## src/rtl/ledport_pkg.sv

```systemverilog
package ledport_pkg;

  typedef enum logic [1:0] {
    MODE_LOW  = 2'd0,
    MODE_HIGH = 2'd1,
    MODE_CC   = 2'd2,
    MODE_OFF  = 2'd3
  } portMode_t;

  // Strobes from control to datapath
  typedef struct packed {
    logic loadSetting;   // capture portSetting into the applied register
    logic advancePhase;  // step the PWM phase counter
    logic forceLow;      // GPIO low drive
    logic gateOff;       // pin released regardless of phase
    logic pwmEnable;     // sink follows phase compare
  } ctrlStrobe_t;

endpackage

```

## src/rtl/ledport_ctrl.sv

```systemverilog
module ledport_ctrl
  import ledport_pkg::*;
#(
  parameter int W = 8
) (
  input  logic          pwmTick,
  input  logic          shutdown,
  input  logic          periodEnd,
  input  logic [W-1:0]  appliedSetting,
  input  logic          shutdownQ,
  output portMode_t     mode,
  output ctrlStrobe_t   strobe
);
  localparam logic [W-1:0] LOW_CODE  = '0;
  localparam logic [W-1:0] HIGH_CODE = W'(1);
  localparam logic [W-1:0] OFF_CODE  = '1;

  // Mode decode of the applied setting
  always_comb begin
    if (appliedSetting == LOW_CODE)       mode = MODE_LOW;
    else if (appliedSetting == HIGH_CODE) mode = MODE_HIGH;
    else if (appliedSetting == OFF_CODE)  mode = MODE_OFF;
    else                                  mode = MODE_CC;
  end

  always_comb begin
    strobe = '0;
    strobe.advancePhase = pwmTick;
    // shutdown: take settings at once; running: only at the period wrap
    strobe.loadSetting  = shutdown | (pwmTick & periodEnd);
    unique case (mode)
      MODE_LOW:  strobe.forceLow = 1'b1;
      MODE_HIGH: strobe.forceLow = 1'b0;
      MODE_OFF:  strobe.gateOff  = 1'b1;
      MODE_CC: begin
        strobe.gateOff   = shutdownQ;
        strobe.pwmEnable = ~shutdownQ;
      end
      default:   strobe.gateOff  = 1'b1;
    endcase
  end

endmodule

```

## src/rtl/ledport_datapath.sv

```systemverilog
module ledport_datapath
  import ledport_pkg::*;
#(
  parameter int W = 8
) (
  input  logic          clk,
  input  logic          rstN,
  input  logic [W-1:0]  portSetting,
  input  logic          shutdown,
  input  ctrlStrobe_t   strobe,
  output logic          periodEnd,
  output logic [W-1:0]  appliedSetting,
  output logic          shutdownQ,
  output logic          sinkOn,
  output logic          pinHiZ
);
  localparam logic [W-1:0] PHASE_LAST = '1;
  localparam logic [W-1:0] OFF_CODE   = '1;

  logic [W-1:0] phase;
  logic         dutyActive;

  always_ff @(posedge clk or negedge rstN) begin
    if (!rstN) begin
      phase          <= '0;
      appliedSetting <= OFF_CODE;
      shutdownQ      <= 1'b1;
    end else begin
      shutdownQ <= shutdown;
      if (strobe.advancePhase) phase <= phase + W'(1);
      if (strobe.loadSetting)  appliedSetting <= portSetting;
    end
  end

  assign periodEnd  = (phase == PHASE_LAST);
  assign dutyActive = (phase < appliedSetting);

  always_comb begin
    sinkOn = strobe.forceLow | (strobe.pwmEnable & dutyActive);
    pinHiZ = strobe.gateOff  | (strobe.pwmEnable & ~dutyActive);
  end

  // Phase steps by one on each advance strobe
  p_phase_step_r3: assert property (@(posedge clk) disable iff (!rstN)
    $past(rstN) && $past(strobe.advancePhase) |-> phase == $past(phase) + W'(1));

  // Outputs never both asserted
  p_no_conflict_r11: assert property (@(posedge clk) disable iff (!rstN)
    !(sinkOn && pinHiZ));

endmodule

```

## src/rtl/ledport_out_stage.sv

```systemverilog
module ledport_out_stage
  import ledport_pkg::*;
#(
  parameter int W = 8
) (
  input  logic          clk,
  input  logic          rstN,
  input  logic          pwmTick,
  input  logic [W-1:0]  portSetting,
  input  logic          shutdown,
  output logic          sinkOn,
  output logic          pinHiZ
);
  portMode_t    mode;
  ctrlStrobe_t  strobe;
  logic         periodEnd;
  logic [W-1:0] appliedSetting;
  logic         shutdownQ;

  ledport_ctrl #(.W(W)) uCtrl (
    .pwmTick        (pwmTick),
    .shutdown       (shutdown),
    .periodEnd      (periodEnd),
    .appliedSetting (appliedSetting),
    .shutdownQ      (shutdownQ),
    .mode           (mode),
    .strobe         (strobe)
  );

  ledport_datapath #(.W(W)) uData (
    .clk            (clk),
    .rstN           (rstN),
    .portSetting    (portSetting),
    .shutdown       (shutdown),
    .strobe         (strobe),
    .periodEnd      (periodEnd),
    .appliedSetting (appliedSetting),
    .shutdownQ      (shutdownQ),
    .sinkOn         (sinkOn),
    .pinHiZ         (pinHiZ)
  );

  localparam logic [W-1:0] OFF_CODE = '1;

  // Constant-current setting under shutdown leaves the pin released
  p_sd_cc_off_r6: assert property (@(posedge clk) disable iff (!rstN)
    $past(rstN) && $past(shutdown) && $past(portSetting) > W'(1)
      && $past(portSetting) != OFF_CODE |-> pinHiZ && !sinkOn);

  // GPIO low chosen in shutdown shows one edge later
  p_sd_gpio_low_r7: assert property (@(posedge clk) disable iff (!rstN)
    $past(rstN) && $past(shutdown) && $past(portSetting) == '0 |-> sinkOn && !pinHiZ);

  // GPIO high chosen in shutdown shows one edge later
  p_sd_gpio_high_r2: assert property (@(posedge clk) disable iff (!rstN)
    $past(rstN) && $past(shutdown) && $past(portSetting) == W'(1) |-> !sinkOn && !pinHiZ);

endmodule

```

## config.mk

```make
export PLATFORM = sky130hd
export DESIGN_NAME = ledport_out_stage
export DESIGN_NICKNAME = d
export VERILOG_FILES = /design/src/rtl/ledport_pkg.sv /design/src/rtl/ledport_ctrl.sv /design/src/rtl/ledport_datapath.sv /design/src/rtl/ledport_out_stage.sv
export SDC_FILE = /design/constraint.sdc
export NUM_CORES = 1
export LEC_CHECK = 0
export BUFFER_PORTS_ARGS = -buffer_cell sky130_fd_sc_hd__buf_2
export CAP_MARGIN = 15
export CORE_UTILIZATION = 52
export CTS_BUF_LIST = sky130_fd_sc_hd__clkbuf_4
export DETAILED_ROUTE_END_ITERATION = 8
export HOLD_SLACK_MARGIN = 0.05
export PLACE_DENSITY = 0.77
export SYNTH_ARGS = -nofsm -noshare
export SYNTH_HDL_FRONTEND = slang
export SYNTH_SLANG_ARGS = --single-unit
```

## constraint.sdc

```tcl
create_clock -name clk -period 1.45 [get_ports clk]
set_clock_uncertainty 0.1 [all_clocks]
set_input_delay 0 -clock clk [delete_from_list [all_inputs] [get_ports clk]]
set_output_delay 0 -clock clk [all_outputs]
set_load 0.02 [all_outputs]
```

After elaboration in Yosys (flattened, before gate mapping)
Cells that the tools add are included.
Word-level totals
  register bits: 17
  input port bits: 12
  output and inout bits: 2
Cells by class
  multiplexer cells: 6
  reduce and logical (&&, ||, !) cells: 2
  magnitude comparators: 1
  add/sub/neg operators: 1
  bitwise gates (word level): 8
  equal/unequal tests: 5
Operators with widths (number)
  $eq A8 B8 Y1 const B: 2
  $add A8 B1 Y8 const B: 1
  $eq A8 B1 Y1 const B: 1
  $logic_not A8 Y1: 1
  $lt A8 B8 Y1: 1
  $eq A2 B2 Y1 const B: 2
  $mux W2: 2
  $and A1 B1 Y1: 3
  $mux W1: 3
  $or A1 B1 Y1: 3
  $logic_not A2 Y1: 1
  $not A1 Y1: 2
  $pmux W1 S2: 1

Depth between registers and ports, before layout
Gate-level depths: netlist (run 1).
  depth in word-level cells: 8
  depth in mapped cells: 6
  depth with buffers taken out: 6

By module
Synthesis (run 1) repeated with hierarchy kept, for this count alone.
Unflattened totals
  cells, all modules: 99
  area total of the unflattened synthesis: 950.9 um^2
Modules (own cells, without submodules)
  ledport_datapath: times used 1, cells an instance 86, area each 872.1 um^2, sequential area each 436.7 um^2
  ledport_ctrl: times used 1, cells an instance 13, area each 78.8 um^2, sequential area each 0.0 um^2

Worst setup path before layout (run 1)
Ideal clock, no wire load.
  path type: reg2out
  from: register uData.appliedSetting[5]
  to: output port sinkOn
  setup slack: -0.339 ns
  stages on the path, launching flop included: 7
  required time: 1.350 ns
  arrival time: 1.689 ns
  path buffers: 0
  path through: dfstp_2 > inv_1 > ha_1 > a211o_1 > o211ai_1 > nand3_1 > o22ai_1
On the way
  cells in the longest elaborated chain, start to end: 8
  elaborated cells between the ends (all ways): 13
  those cells by class: order compare: 1; eq/ne: 3; mux: 5; bitwise: 2; reduce/logical: 2
Ends and longest elaborated chain
  start, declared: line ledport_datapath.sv:12  | output logic [W-1:0] appliedSetting,
  start signal, assigned: line ledport_datapath.sv:31  | if (strobe.loadSetting) appliedSetting <= portSetting;
  $eq A8 B8 Y1: line ledport_ctrl.sv:22  | else if (appliedSetting == OFF_CODE) mode = MODE_OFF;
  $mux W1: line ledport_ctrl.sv:22
  $mux W2: line ledport_ctrl.sv:21  | else if (appliedSetting == HIGH_CODE) mode = MODE_HIGH;
  $mux W2: line ledport_ctrl.sv:20  | if (appliedSetting == LOW_CODE) mode = MODE_LOW;
  $eq A2 B2 Y1: line ledport_ctrl.sv:31  | unique case (mode)
  $mux W1: line ledport_ctrl.sv:31
  $and A1 B1 Y1: line ledport_datapath.sv:39  | sinkOn = strobe.forceLow | (strobe.pwmEnable & dutyActive);
  $or A1 B1 Y1 *: line ledport_datapath.sv:39
  end, declared: line ledport_out_stage.sv:11  | output logic sinkOn,
Mark *: on every way between the ends. The rest lies on a longest branch, timed or not.

Final worst setup path (run 1)
  from: register uData.appliedSetting[7]
  to: output port pinHiZ
On the way
  cells in the longest elaborated chain, start to end: 8
  elaborated cells between the ends (all ways): 14
  those cells by class: order compare: 1; eq/ne: 4; mux: 5; bitwise: 3; reduce/logical: 1
Ends and longest elaborated chain
  $eq A8 B8 Y1: line ledport_ctrl.sv:22
  $mux W1: line ledport_ctrl.sv:22
  $mux W2: line ledport_ctrl.sv:21
  $mux W2: line ledport_ctrl.sv:20
  $eq A2 B2 Y1: line ledport_ctrl.sv:31
  $mux W1: line ledport_ctrl.sv:31
  $and A1 B1 Y1: line ledport_datapath.sv:40  | pinHiZ = strobe.gateOff | (strobe.pwmEnable & ~dutyActive);
  $or A1 B1 Y1 *: line ledport_datapath.sv:40
  end, declared: line ledport_out_stage.sv:12  | output logic pinHiZ
Marked as above.

==> metrics.md, run 1 <==
| Metric | Value |
|---|---|
| Area of the multi-input gates | approximately 550 µm² |
| Place WS | -0.339 ns |
| CP Capture Type | output pin |
| Die Width | 43.9 µm |
| CP startpoint kind | flop |
| Syn Nets | 96 |
| Vias per cell | 6.23 |
| Max Fclk | between 400 and 500 MHz |
| Drt first pass iters | 5 |
| Critical Path AT | 2.01 ns |
| P&R area growth vs syn | 57.5% |
| Worst-path maximum fanout | 3 |
| Antenna fix cells | 0 |
| Worst Max-Slew Pin Slew | 0.376 ns |
| CTS sink count | 17 |
| Synthesized area | a little over 900 µm² |
| Synth top area share | 25.9% |
| Core area | between 0.0015 and 0.002 mm² |
| Register area share after synthesis | 47.9% |
| Drt drc | 0 |
| Most frequent cells in the layout | 22 x buf_4, 11 x dlygate4sd3_1, 11 x buf_2, 9 x dfstp_2 |
| Hold/Removal Path Class | in -> async |
| Commonest non-fill, non-tap cell in the layout | buf_4 |
| Reg clk slew, reported paths | 0.11 ns |
| Dpl hpwl | 1560 µm |
| Final Hold Viols | 0 |
| CTS tree | done |
| CTS H-tree depth | 1 |
| Period utilization | 145% |
| Clk buf depth | 2 |
| RSZ-0062 raised after global routing | yes |
| Via count | 891 |
| Worst-Skew Late Latency | 0.29 ns |
| Die ar. | 0.00193 mm² |
| Top-level I/O count | 14 |
| Setup CP Type | reg -> out |
| First-pass GRT wire length | just over 4000 µm |
| Fin. max-slew vios | 0 |
| Relative slew slack | 75.0% |
| Fraction of layout cells with a size suffix above 1 | 57.5% |
| Global Route Usage Sum | 30.8% |
| Largest stage delay, worst path | ~0.56 ns |
| Mean post-synth cell area | 12.0 µm² |
| Number of global-route vias before repair | between 800 and 900 |
| Yosys Warn Count | 0 |
| Critical path required time | 1.35 ns |
| CP max-delay cell | dfstp_2 |
| PortBufs | 13 |
| Final min period | 2.11 ns |
| Post-route ant nets | 0 |
| Maximum vdd drop | 1.26 mV |
| Status | complete, but fails checks |
| Area contributors post-synth | dfstp_2 26%, dfrtp_1 22%, mux2_2 11%, ha_1 11%, xnor2_1 5.8% |
| # setup viols final | 10 |
| Cells after Synth | between 70 and 80 |
| Leak Pwr | 0.671 nW |
| Largest net degree at the start of global routing | 18 |
| Synth Register Bits | 17 |
| Initial antenna violation count | 0 |
| Pwr dens | 1360 mW/mm² |
| Final net count | 148 |
| Ordered cell list for the critical path | inv_1 -> ha_4 -> nand4_1 -> nor2_1 -> o31a_1 -> o21a_2 -> buf_6 |
| Die Ht | between 40 and 50 µm |
| Cell variety after synth | 22 |
| Power consumption | 0.00195 W |
| Filler cells | 59 |
| Routed WL per cell | 20.9 µm |
| Violated checks | negative setup slack |
| Largest area contributor in the netlist | dfstp_2 |
| Final worst slack | -0.656 ns |
| TritonCTS Buffers | 3 |
| RD Place Congestion | between 0.7 and 0.8 |
| Max cap viols | 0 |
| Rows | 14 |
| Iter 0 DRT Violations | 36 |
| Starting Density | 57.9% |
| DRT Wirelength | approximately 3000 µm |
| Grt ovf | 0 |
| CTS Root Cell | clkbuf_4 |
| Reg area | 437 µm² |
## state kept, by name, indices dropped and copies added (netlist names)
register              cells
uData.shutdownQ           1
uData.appliedSetting      8
uData.phase               8
## Yosys cell counts
library cell  number
nor2_1             4
and4_4             1
o211ai_1           1
dfrtp_1            8
xnor2_1            6
a21oi_1            1
nor4_1             1
nand4_1            6
nand2_1            2
a211o_1            1
xor2_1             1
o21a_1             2
ha_1               8
o31a_1             1
mux2_2             9
inv_1              7
dfstp_2            9
a31oi_4            1
o22ai_1            1
and3_4             1
nand3_1            4
o21ai_0            1
## what timing repair did
item                                    in CTS  in global routing
pin swaps                                    6                  4
gates cloned                                 0                  0
setup buffers                                1                  4
hold endpoints to repair                    30                  0
hold buffers                                11                  0
endpoints found under the setup margin      10                 10
resized for setup                           14                  2
## worst max-delay path, delay by kind of cell, from the launching register on
kind / cells / cell delay [ns]
flops: 1 / 0.56
compound gates: 2 / 0.42
buf+inv: 2 / 0.19
simple gates: 2 / 0.26
fa+ha+maj: 1 / 0.28
## metrics by stage
| step | std cells | util (%) | TNS [ns] | hold WS [ns] | area (µm²) |
|---|---|---|---|---|---|
| global route | 143 | 91.1 | -2.74 | 0.0981 | 1440 |
| finish | 143 | 91.1 | -2.36 | 0.0477 | 1440 |
| floorplan | 76 | - | -1.39 | -0.396 | 960 |
| CTS | 139 | 89.0 | -2.28 | 0.0553 | 1400 |
| global placement | 123 | 75.6 | -1.54 | -0.165 | 1190 |
| detailed placement | 123 | 75.6 | -1.80 | -0.164 | 1190 |
## routing by layer
metal	track usage (%)	wire length (µm)	up-vias
li1	-	-	381
met1	36.4	1160	443
met2	57.0	1550	45
met3	2.92	121	22
met4	12.1	157	0
met5	0	0	-
## report_power, final
| group | leakage [nW] | switching, W | internal (W) |
|---|---|---|---|
| combinational | 0.458 | 0.000422 | 0.000512 |
| sequential | 0.194 | 0.000124 | 0.000608 |
| clock | 0.0184 | 0.000157 | 0.000126 |
| total | 0.671 | 0.000704 | 0.00125 |
## path summary, 6_finish.rpt
check	to	slack, ns	depth (start not counted)	from
max	pinHiZ	-0.66	7	uData.appliedSetting[7]
min	uData.phase[5]	0.05	2	rstN
max reg2reg	uData.appliedSetting[5]	-0.15	5	uData.phase[2]
min reg2reg	uData.phase[6]	0.45	1	uData.phase[6]
max in group asynchronous	uData.appliedSetting[5]	0.89	2	rstN
min in group clk	uData.phase[6]	0.21	5	pwmTick
## cell type report
type	count	area share, %
multi-input cells	52	38.3
flip-flops and latches	17	30.4
repair buffers	47	26.0
clock buffers	4	2.09
inverters	7	1.83
well taps	16	1.39
## logic make-up after synthesis
| group | count (synthesis) | share of synthesized area [%] |
|---|---|---|
| adder cells (fa/ha/maj) | 8 | 11.0 |
| XOR/XNOR | 7 | 6.72 |
| multiplexers | 9 | 11.1 |
| AND/OR/NAND/NOR | 19 | 11.9 |
| flip-flops | 17 | 47.9 |
| AO/OA/AOI/OAI | 9 | 8.50 |
| buffers and inverters | 7 | 2.88 |
No activity file was read; power rests on OpenSTA's default activity.
==> run 2, diff against run 1 <==
Settings changed: ABC_AREA set to 1, CORE_ASPECT_RATIO set to 0.7, CORE_UTILIZATION 52 to 53.
==> metrics.md, run 2 <==
| Metric | Value |
|---|---|
| Synthesized area | 0.00103 mm² |
| Top-level I/O count | 14 |
| CP startpoint kind | flop |
| CTS sink count | 17 |
| Final Hold Viols | 0 |
| Register area share after synthesis | 42.3% |
| Core area | 0.00170 mm² |
| Critical path required time | 1.35 ns |
| DRT Wirelength | between 2000 and 3000 µm |
| Period utilization | 135% |
| Mean post-synth cell area | 8.19 µm² |
| Main synth FF type | dfstp_2 |
| Post-synth EDFFs | 0 |
| Syn Nets | 146 |
| Antenna fix cells | 0 |
| R2R Setup Slk | 0.04 ns |
| Initial antenna violation count | 0 |
| Die Width | approximately 55 µm |
| PortBufs | 13 |
| Max Fclk | 510 MHz |
| Starting Density | approximately 60% |
| Final net count | 194 |
| CP Capture Type | output pin |
| First-pass GRT wire length | 3860 µm |
| Most frequent CP cell | nand2_1 |
| TritonCTS Buffers | 3 |
| Commonest non-fill, non-tap cell in the layout | nand2_1 |
| Worst r2r dst | uData.appliedSetting[2] |
| Max cap viols | 0 |
| Commonest cells post-synth | 33 x nand2_1, 20 x inv_1, 10 x nor2_1, 9 x dfstp_2 |
| RD Place Congestion | 0.902 |
| CP max-delay cell | dfstp_2 |
| Most common cell in the netlist | nand2_1 |
| Die Ht | 38.9 µm |
| Setup CP Type | reg -> out |
| CTS tree | done |
| Async SR Flop Fraction | 100% |
| CTS Root Cell | clkbuf_4 |
| Worst-Skew Late Latency | around 0.30 ns |
| P&R area growth vs syn | 46.4% |
| Worst Max-Slew Pin Slew | 0.408 ns |
| Critical Path AT | 1.86 ns |
| Post-route ant nets | 0 |
| Synth top area share | 22.9% |
| Worst r2r src | uData.phase[1] |
| Ordered cell list for the critical path | inv_1 -> ha_1 -> nand2_1 -> nand2_1 -> nand2_1 -> nand2_1 -> nand2_1 -> nand2_1 -> nand2_1 -> nand2_2 -> buf_6 |
| Iter 0 DRT Violations | 38 |
| Most frequent cells in the layout | 31 x nand2_1, 19 x buf_4, 16 x inv_1, 11 x dlygate4sd3_1, 11 x buf_2 |
| Cell variety after synth | 22 |
| Layout Cells excl Fill | 194 |
| CTS H-tree depth | 1 |
| Rows | 12 |
| Worst-path maximum fanout | 2 |
| Fin. max-slew vios | 0 |
| Status | complete, but fails checks |
| Violated checks | negative setup slack |
| Placed cell count | 176 |
| Drt first pass iters | 4 |
| Yosys Warn Count | 0 |
| Cells after Synth | 126 |
| Die ar. | roughly 0.0021 mm² |
| Final min period | 1.96 ns |
| Via count | 996 |
| Vias per cell | 5.13 |
| Final worst slack | -0.511 ns |
| Global Route Usage Sum | approximately 28% |
| Number of global-route vias before repair | 853 |
| Fin area | 0.00151 mm² |
| Largest area contributor in the netlist | dfstp_2 |
| Relative slew slack | 72.8% |
| R2R depth | 7 |
| Clk buf depth | 2 |
| Largest stage delay, worst path | between 0.5 and 0.6 ns |
| Drt drc | 0 |
| Area contributors post-synth | dfstp_2 23%, dfrtp_1 19%, nand2_1 12%, ha_1 9.7%, inv_1 7.3% |
| Grt ovf | 0 |
| Fraction of layout cells with a size suffix above 1 | a little over two fifths |
| Routed WL per cell | between 10 and 15 µm |
| RSZ-0062 raised after global routing | yes |
| Hold/Removal Path Class | in -> async |
| Dpl hpwl | 1690 µm |
| Pwr dens | 1340 mW/mm² |
| Synth Register Bits | 17 |
| Reg clk slew, reported paths | between 0.1 and 0.15 ns |
| Largest net degree at the start of global routing | 18 |
| Maximum vdd drop | 1.41 mV |
| Hold Slack | 0.0545 ns |
| Dpl cell area | 0.00126 mm² |
| # setup viols final | 2 |
| Leak Pwr | 0.777 nW |
| Biggest regs | uData.appliedSetting: 8 flops, uData.phase: 8 flops, uData.shutdownQ: 1 flops |
## run 2: changes by cell type after synthesis, sizes merged, moves of 2 or more
cell / change
a21oi: +3
inv: +16
mux2: -8
nand2: +35
nand3: +2
nand4: -5
nor2: +6
nor3: +2
o21a: -2
o21ai: +7
xnor2: -4
xor2: +2
## run 2: report_power, final
part           leakage, nW  internal [W]  switching, W
clock network       0.0184      0.000126      0.000159
logic                0.566      0.000511      0.000492
registers            0.193      0.000611      0.000131
total                0.777       0.00125      0.000783
## run 2: layout make-up
class	instances	area (µm²)
clock buffer	4	30.0
fill	85	185
inverter	23	88.8
multi-input combinational	86	599
sequential	17	437
tap	21	26.3
timing repair buffer	43	330
## run 2: worst max path at each step
stage                     endpoint               startpoint  slack (ns)  cells past startpoint
after global routing        pinHiZ  uData.appliedSetting[1]       -0.60                     11
after detailed placement    sinkOn  uData.appliedSetting[6]       -0.22                      8
after floorplan             sinkOn  uData.appliedSetting[6]       -0.01                      7
after global placement      sinkOn  uData.appliedSetting[6]       -0.16                      8
final                       pinHiZ  uData.appliedSetting[1]       -0.51                     11
after CTS                   pinHiZ  uData.appliedSetting[5]       -0.48                      9
## run 2: kinds of logic after synthesis
group / count (synthesis) / share of synthesized area (%)
AND/OR/NAND/NOR: 57 / 24.6
buffers and inverters: 24 / 10.3
flip-flops: 17 / 42.3
AO/OA/AOI/OAI: 14 / 7.76
adder cells (fa/ha/maj): 8 / 9.70
XOR/XNOR: 5 / 4.24
multiplexers: 1 / 1.09
## run 2: stage by stage
step	utilization, %	total power, W	TNS (ns)	worst slack, ns
after floorplan	-	0.00121	-0.0149	-0.0149
after global placement	74.6	0.00147	-0.291	-0.155
after detailed placement	74.6	0.00152	-0.430	-0.221
after CTS	84.5	0.00187	-0.952	-0.477
after global routing	89.1	0.00216	-1.20	-0.596
final	89.1	0.00203	-0.979	-0.511
## run 2: layer usage
| metal | vias up | routed length [µm] | global-route usage, % |
|---|---|---|---|
| li1 | 489 | - | - |
| met1 | 449 | 1260 | 36.8 |
| met2 | 42 | 1310 | 43.1 |
| met3 | 16 | 190 | 9.41 |
| met4 | 0 | 70 | 7.69 |
| met5 | - | 0 | 0 |
## run 2: critical path, delay by kind of cell, from the launching register on
| family | cells | cell delay (ns) |
|---|---|---|
| flip-flops | 1 | 0.56 |
| AND/OR/NAND/NOR | 8 | 0.50 |
| adder cells (fa/ha/maj) | 1 | 0.29 |
| buffers and inverters | 2 | 0.19 |
## run 2: what timing repair did
action,CTS,global route
gates resized for setup,6,15
gates cloned,0,1
hold buffers,11,0
setup endpoints to repair,2,10
hold endpoints to repair,31,0
buffers inserted,0,2
pin swaps,0,4
